File: src/rtl/seg_addr_pkg.sv
package seg_addr_pkg;
  localparam int NUM_SEG = 4;
  localparam int SEL_W   = $clog2(NUM_SEG);

  typedef enum logic [1:0] {
    ACC_FETCH  = 2'd0,
    ACC_STACK  = 2'd1,
    ACC_DATA   = 2'd2,
    ACC_STRDST = 2'd3
  } acc_e;

  typedef enum logic [1:0] {
    SEG_EXTRA = 2'd0,
    SEG_CODE  = 2'd1,
    SEG_STACK = 2'd2,
    SEG_DATA  = 2'd3
  } seg_e;
endpackage

File: src/rtl/seg_regfile.sv
module seg_regfile
  import seg_addr_pkg::*;
#(
  parameter int SEG_W = 16
) (
  input  logic                          clk_i,
  input  logic                          rst_ni,
  input  logic                          wr_en_i,
  input  logic [SEL_W-1:0]              wr_sel_i,
  input  logic [SEG_W-1:0]              wr_data_i,
  output logic [NUM_SEG-1:0][SEG_W-1:0] seg_q_o
);
  for (genvar g = 0; g < NUM_SEG; g++) begin : g_seg
    logic hit;
    assign hit = wr_en_i && (wr_sel_i == SEL_W'(g));
    always_ff @(posedge clk_i or negedge rst_ni) begin
      if (!rst_ni)  seg_q_o[g] <= '0;
      else if (hit) seg_q_o[g] <= wr_data_i;
    end
  end
endmodule

File: src/rtl/seg_select.sv
module seg_select
  import seg_addr_pkg::*;
(
  input  acc_e             acc_type_i,
  input  logic             ovr_valid_i,
  input  logic [SEL_W-1:0] ovr_sel_i,
  output logic [SEL_W-1:0] sel_o
);
  seg_e dflt;

  always_comb begin
    unique case (acc_type_i)
      ACC_FETCH: dflt = SEG_CODE;
      ACC_STACK: dflt = SEG_STACK;
      ACC_DATA:  dflt = SEG_DATA;
      default:   dflt = SEG_EXTRA;
    endcase
  end

  // override only for stack and data references
  always_comb begin
    if (ovr_valid_i && (acc_type_i == ACC_STACK || acc_type_i == ACC_DATA))
      sel_o = ovr_sel_i;
    else
      sel_o = dflt;
  end
endmodule

File: src/rtl/addr_adder.sv
module addr_adder #(
  parameter int SEG_W   = 16,
  parameter int OFF_W   = 16,
  parameter int SHIFT_W = 4,
  localparam int ADDR_W = SEG_W + SHIFT_W
) (
  input  logic [SEG_W-1:0]  seg_i,
  input  logic [OFF_W-1:0]  off_i,
  output logic [ADDR_W-1:0] addr_o
);
  logic [ADDR_W-1:0] base;
  logic [ADDR_W-1:0] off_ext;

  assign base    = {seg_i, {SHIFT_W{1'b0}}};
  assign off_ext = ADDR_W'(off_i);
  // sum kept at ADDR_W bits: carry out is dropped
  assign addr_o  = base + off_ext;
endmodule

File: src/rtl/seg_addr_gen.sv
module seg_addr_gen
  import seg_addr_pkg::*;
#(
  parameter int SEG_W   = 16,
  parameter int OFF_W   = 16,
  parameter int SHIFT_W = 4
) (
  input  logic                       clk_i,
  input  logic                       rst_ni,
  input  logic                       wr_en_i,
  input  logic [1:0]                 wr_sel_i,
  input  logic [SEG_W-1:0]           wr_data_i,
  input  logic [1:0]                 acc_type_i,
  input  logic                       ovr_valid_i,
  input  logic [1:0]                 ovr_sel_i,
  input  logic [OFF_W-1:0]           offset_i,
  output logic [SEG_W+SHIFT_W-1:0]   phys_addr_o,
  output logic [1:0]                 seg_used_o
);
  logic [NUM_SEG-1:0][SEG_W-1:0] seg_q;
  logic [SEL_W-1:0]              sel;

  seg_regfile #(.SEG_W(SEG_W)) u_regs (
    .clk_i     (clk_i),
    .rst_ni    (rst_ni),
    .wr_en_i   (wr_en_i),
    .wr_sel_i  (wr_sel_i),
    .wr_data_i (wr_data_i),
    .seg_q_o   (seg_q)
  );

  seg_select u_sel (
    .acc_type_i  (acc_e'(acc_type_i)),
    .ovr_valid_i (ovr_valid_i),
    .ovr_sel_i   (ovr_sel_i),
    .sel_o       (sel)
  );

  addr_adder #(.SEG_W(SEG_W), .OFF_W(OFF_W), .SHIFT_W(SHIFT_W)) u_add (
    .seg_i  (seg_q[sel]),
    .off_i  (offset_i),
    .addr_o (phys_addr_o)
  );

  assign seg_used_o = sel;
endmodule

File: config.mk
export PLATFORM = sky130hd
export DESIGN_NAME = seg_addr_gen
export DESIGN_NICKNAME = d
export VERILOG_FILES = /design/src/rtl/seg_addr_pkg.sv /design/src/rtl/seg_regfile.sv /design/src/rtl/seg_select.sv /design/src/rtl/addr_adder.sv /design/src/rtl/seg_addr_gen.sv
export SDC_FILE = /design/constraint.sdc
export NUM_CORES = 1
export LEC_CHECK = 0
export ABC_CLOCK_PERIOD_IN_PS = 7300
export BUFFER_PORTS_ARGS = -buffer_cell sky130_fd_sc_hd__buf_2
export CAP_MARGIN = 5
export CORE_MARGIN = 8
export CORE_UTILIZATION = 51
export DETAILED_ROUTE_END_ITERATION = 8
export PLACE_DENSITY_LB_ADDON = 0.25
export SETUP_SLACK_MARGIN = 0.4
export SLEW_MARGIN = 20
export SYNTH_ARGS = -nofsm -noshare
export SYNTH_HDL_FRONTEND = slang
export SYNTH_SLANG_ARGS = --single-unit
File: constraint.sdc
create_clock -name clk_i -period 7.3 [get_ports clk_i]
set_input_delay 2.19 -clock clk_i [delete_from_list [all_inputs] [get_ports clk_i]]
set_output_delay 2.19 -clock clk_i [all_outputs]
set_load 0.02 [all_outputs]
==> qor.csv <==
metric;value;unit
crit_required;5.11;ns
synth.distinct_cells;46;
clk_pin_slew;0.07;ns
holdBufCountCts;0;
arrival;5.23;ns
drtPass1Iterations;4;
htree_levels;3;
synthAdderAreaFrac;5.720;%
relSlewSlack;33.57;%
final_cell_mix;mux2_2 (64), dfrtp_1 (64), nand2_1 (62);
fin_skew;0;ns
power_density;280.6;nW/µm²
core;6832;µm²
syn_avg_cell_area;10.77;µm²
dp.cells;516;
portBuffers;55;
final_util;74.32;%
die_area;10080;µm²
dpl.hpwl;6377;µm
dieWidth;100.4;µm
slew_viol_final;0;
rsz0062_at_grt;true;
io_pins;64;
min_path_type;flip-flop to flip-flop;
ant_nets;0;
antenna_found_initial;0;
initial_core_util;53.15;%
synthMuxAreaShare;21.92;%
grt_max_degree;65;
synth-seq-area-share;44.11;%
clock_path_buffers;2;
synth_area_leaders;dfrtp_1 (44%), mux2_2 (20%), nand2_1 (6.6%);
end_kind;primary output;
ys_warn_count;0;
drive_gt1_share;55.04;%
drtIter0Drc;111;
synth_top_area_share;44.11;%
clk_latency;0.33;ns
fmax;134.7;MHz
finalHoldViolCount;0;
vias;2990;
regMostFlops;u_regs.seg_q_o;
fin_setup_tns;-0.1682;ns
status;finished with violations;
cts_inserted_buffers;9;
synth_flop_cell;dfrtp_1;
track_usage;18.13;%
cts_root_buf;clkbuf_8;
peakVddDrop;0.1975;mV
cap_violations;0;
finalCritPeriodShare;101.7;%
syn_to_final_growth;39.83;%
wirelength;9219;µm
grt_pass1_wl;14390;µm
synth-compound-area-share;9.993;%
setup_viol;2;
reg_top3;u_regs.seg_q_o (64);
async_flop_share;100.0;%
syn_inst;337;
synth_top_family_by_area;multiplexers;
cts_tree;built;
instances_no_fill;552;
drc;0;
largest_reg_flops;64;
final_nets;509;
yosys.area_share.simple;12.85;%
ys_seq_elements;64;
grt_pass1_vias;3030;
routedWlPerCell;16.70;µm
min_period;7.422;ns
power_leakage;2.326;nW
crit_path_start_kind;input port;
cts.sink_count;64;
grt-ovfl-total;0;
syn_nets;395;
synth_edf_count;0;
gp_congestion;0.8199;
fin_ws;-0.1225;ns
path_class;input port to primary output;
rows;30;
antenna_cells;0;
nFillCells;474;
tightest_slew;0.9935;ns
die_height;100.4;µm
synthXorXnorAreaFrac;2.171;%
cp_max_fo;4;
via_per_inst;5.417;
place_ws;-0.2041;ns
violations;negative setup slack;
syn_area;3631;µm²
synth_top_area_cell;dfrtp_1;
-- layout make-up --
cell class                 instances  area [µm²]  share of cell area [%]
multi-input combinational        247        2231                   43.94
sequential                        64        1602                   31.54
timing repair buffer             120       908.4                   17.89
clock buffer                      12       145.1                   2.859
tap                               96       120.1                   2.366
inverter                           9       51.30                   1.010
clock inverter                     4       20.02                  0.3943
-- stage by stage --
stage	power, mW	hold slack, ns	instance area, µm²
finish	1.425	0.5072	5077
floorplan	0.8130	0.4793	3737
CTS	1.339	0.5095	4790
global route	1.506	0.5159	5077
global placement	0.9957	0.4875	4389
detailed placement	1.013	0.4934	4389
-- logic make-up after synthesis --
family                   Yosys count
buffers and inverters             26
AO/OA/AOI/OAI                     52
adder cells (fa/ha/maj)           16
multiplexers                      69
AND/OR/NAND/NOR                  101
flip-flops                        64
XOR/XNOR                           9
-- worst paths after layout --
check,start,end,slack [ns],cells after the start
max,acc_type_i[1],phys_addr_o[14],-0.12,16
min,u_regs.seg_q_o[39]$_DFFE_PN0P_,u_regs.seg_q_o[39]$_DFFE_PN0P_,0.51,1
max reg2reg,u_regs.seg_q_o[12]$_DFFE_PN0P_,u_regs.seg_q_o[12]$_DFFE_PN0P_,6.50,1
min reg2reg,u_regs.seg_q_o[39]$_DFFE_PN0P_,u_regs.seg_q_o[39]$_DFFE_PN0P_,0.51,1
max in group asynchronous,rst_ni,u_regs.seg_q_o[31]$_DFFE_PN0P_,4.73,2
min in group asynchronous,rst_ni,u_regs.seg_q_o[26]$_DFFE_PN0P_,2.01,2
-- worst max-delay path, stage by stage --
cell and delay, ns:
buf_8 0.09, inv_8 0.03, ha_4 0.29, a2bb2oi_4 0.07
a31oi_4 0.24, and3_4 0.24, a31oi_4 0.04, ha_4 0.18
fa_2 0.34, a21oi_2 0.17, nor2_2 0.06, o31a_1 0.28
o31ai_4 0.25, or4b_4 0.50, o311ai_4 0.10, buf_6 0.15
-- repair_timing --
item / in CTS / in global routing
resized for setup: 47 / 40
pin swaps: 6 / 9
buffers inserted: 6 / 14
setup endpoints to repair: 11 / 11
endpoints found under the hold margin: 0 / 0
-- per-layer routing --
layer / routed length (µm) / vias up / global-route usage (%)
li1: - / 1422 / -
met1: 4121 / 1475 / 22.49
met2: 4510 / 79 / 30.05
met3: 432 / 14 / 4.014
met4: 155 / 0 / 6.744
met5: 0 / - / 0
-- synth_stat cells (all sizes together) (2+ instances only) --
| cell type | instances |
|---|---|
| o31ai | 2 |
| buf | 10 |
| ha | 15 |
| xor2 | 3 |
| nand3 | 3 |
| mux2 | 64 |
| a31oi | 16 |
| clkbuf | 7 |
| nor2 | 9 |
| nand3b | 2 |
| and3 | 14 |
| dfrtp | 64 |
| o21ai | 6 |
| a21oi | 14 |
| mux4 | 2 |
| xnor2 | 6 |
| o21bai | 2 |
| mux2i | 3 |
| inv | 9 |
| o21a | 2 |
| a21boi | 2 |
| nand2 | 64 |
-- report_power, final --
part	total, mW	switching [mW]	internal [mW]
clock	0.259	0.129	0.130
combinational	0.705	0.341	0.364
sequential	0.460	0.0383	0.422
Power figures use the tool's default switching activity.
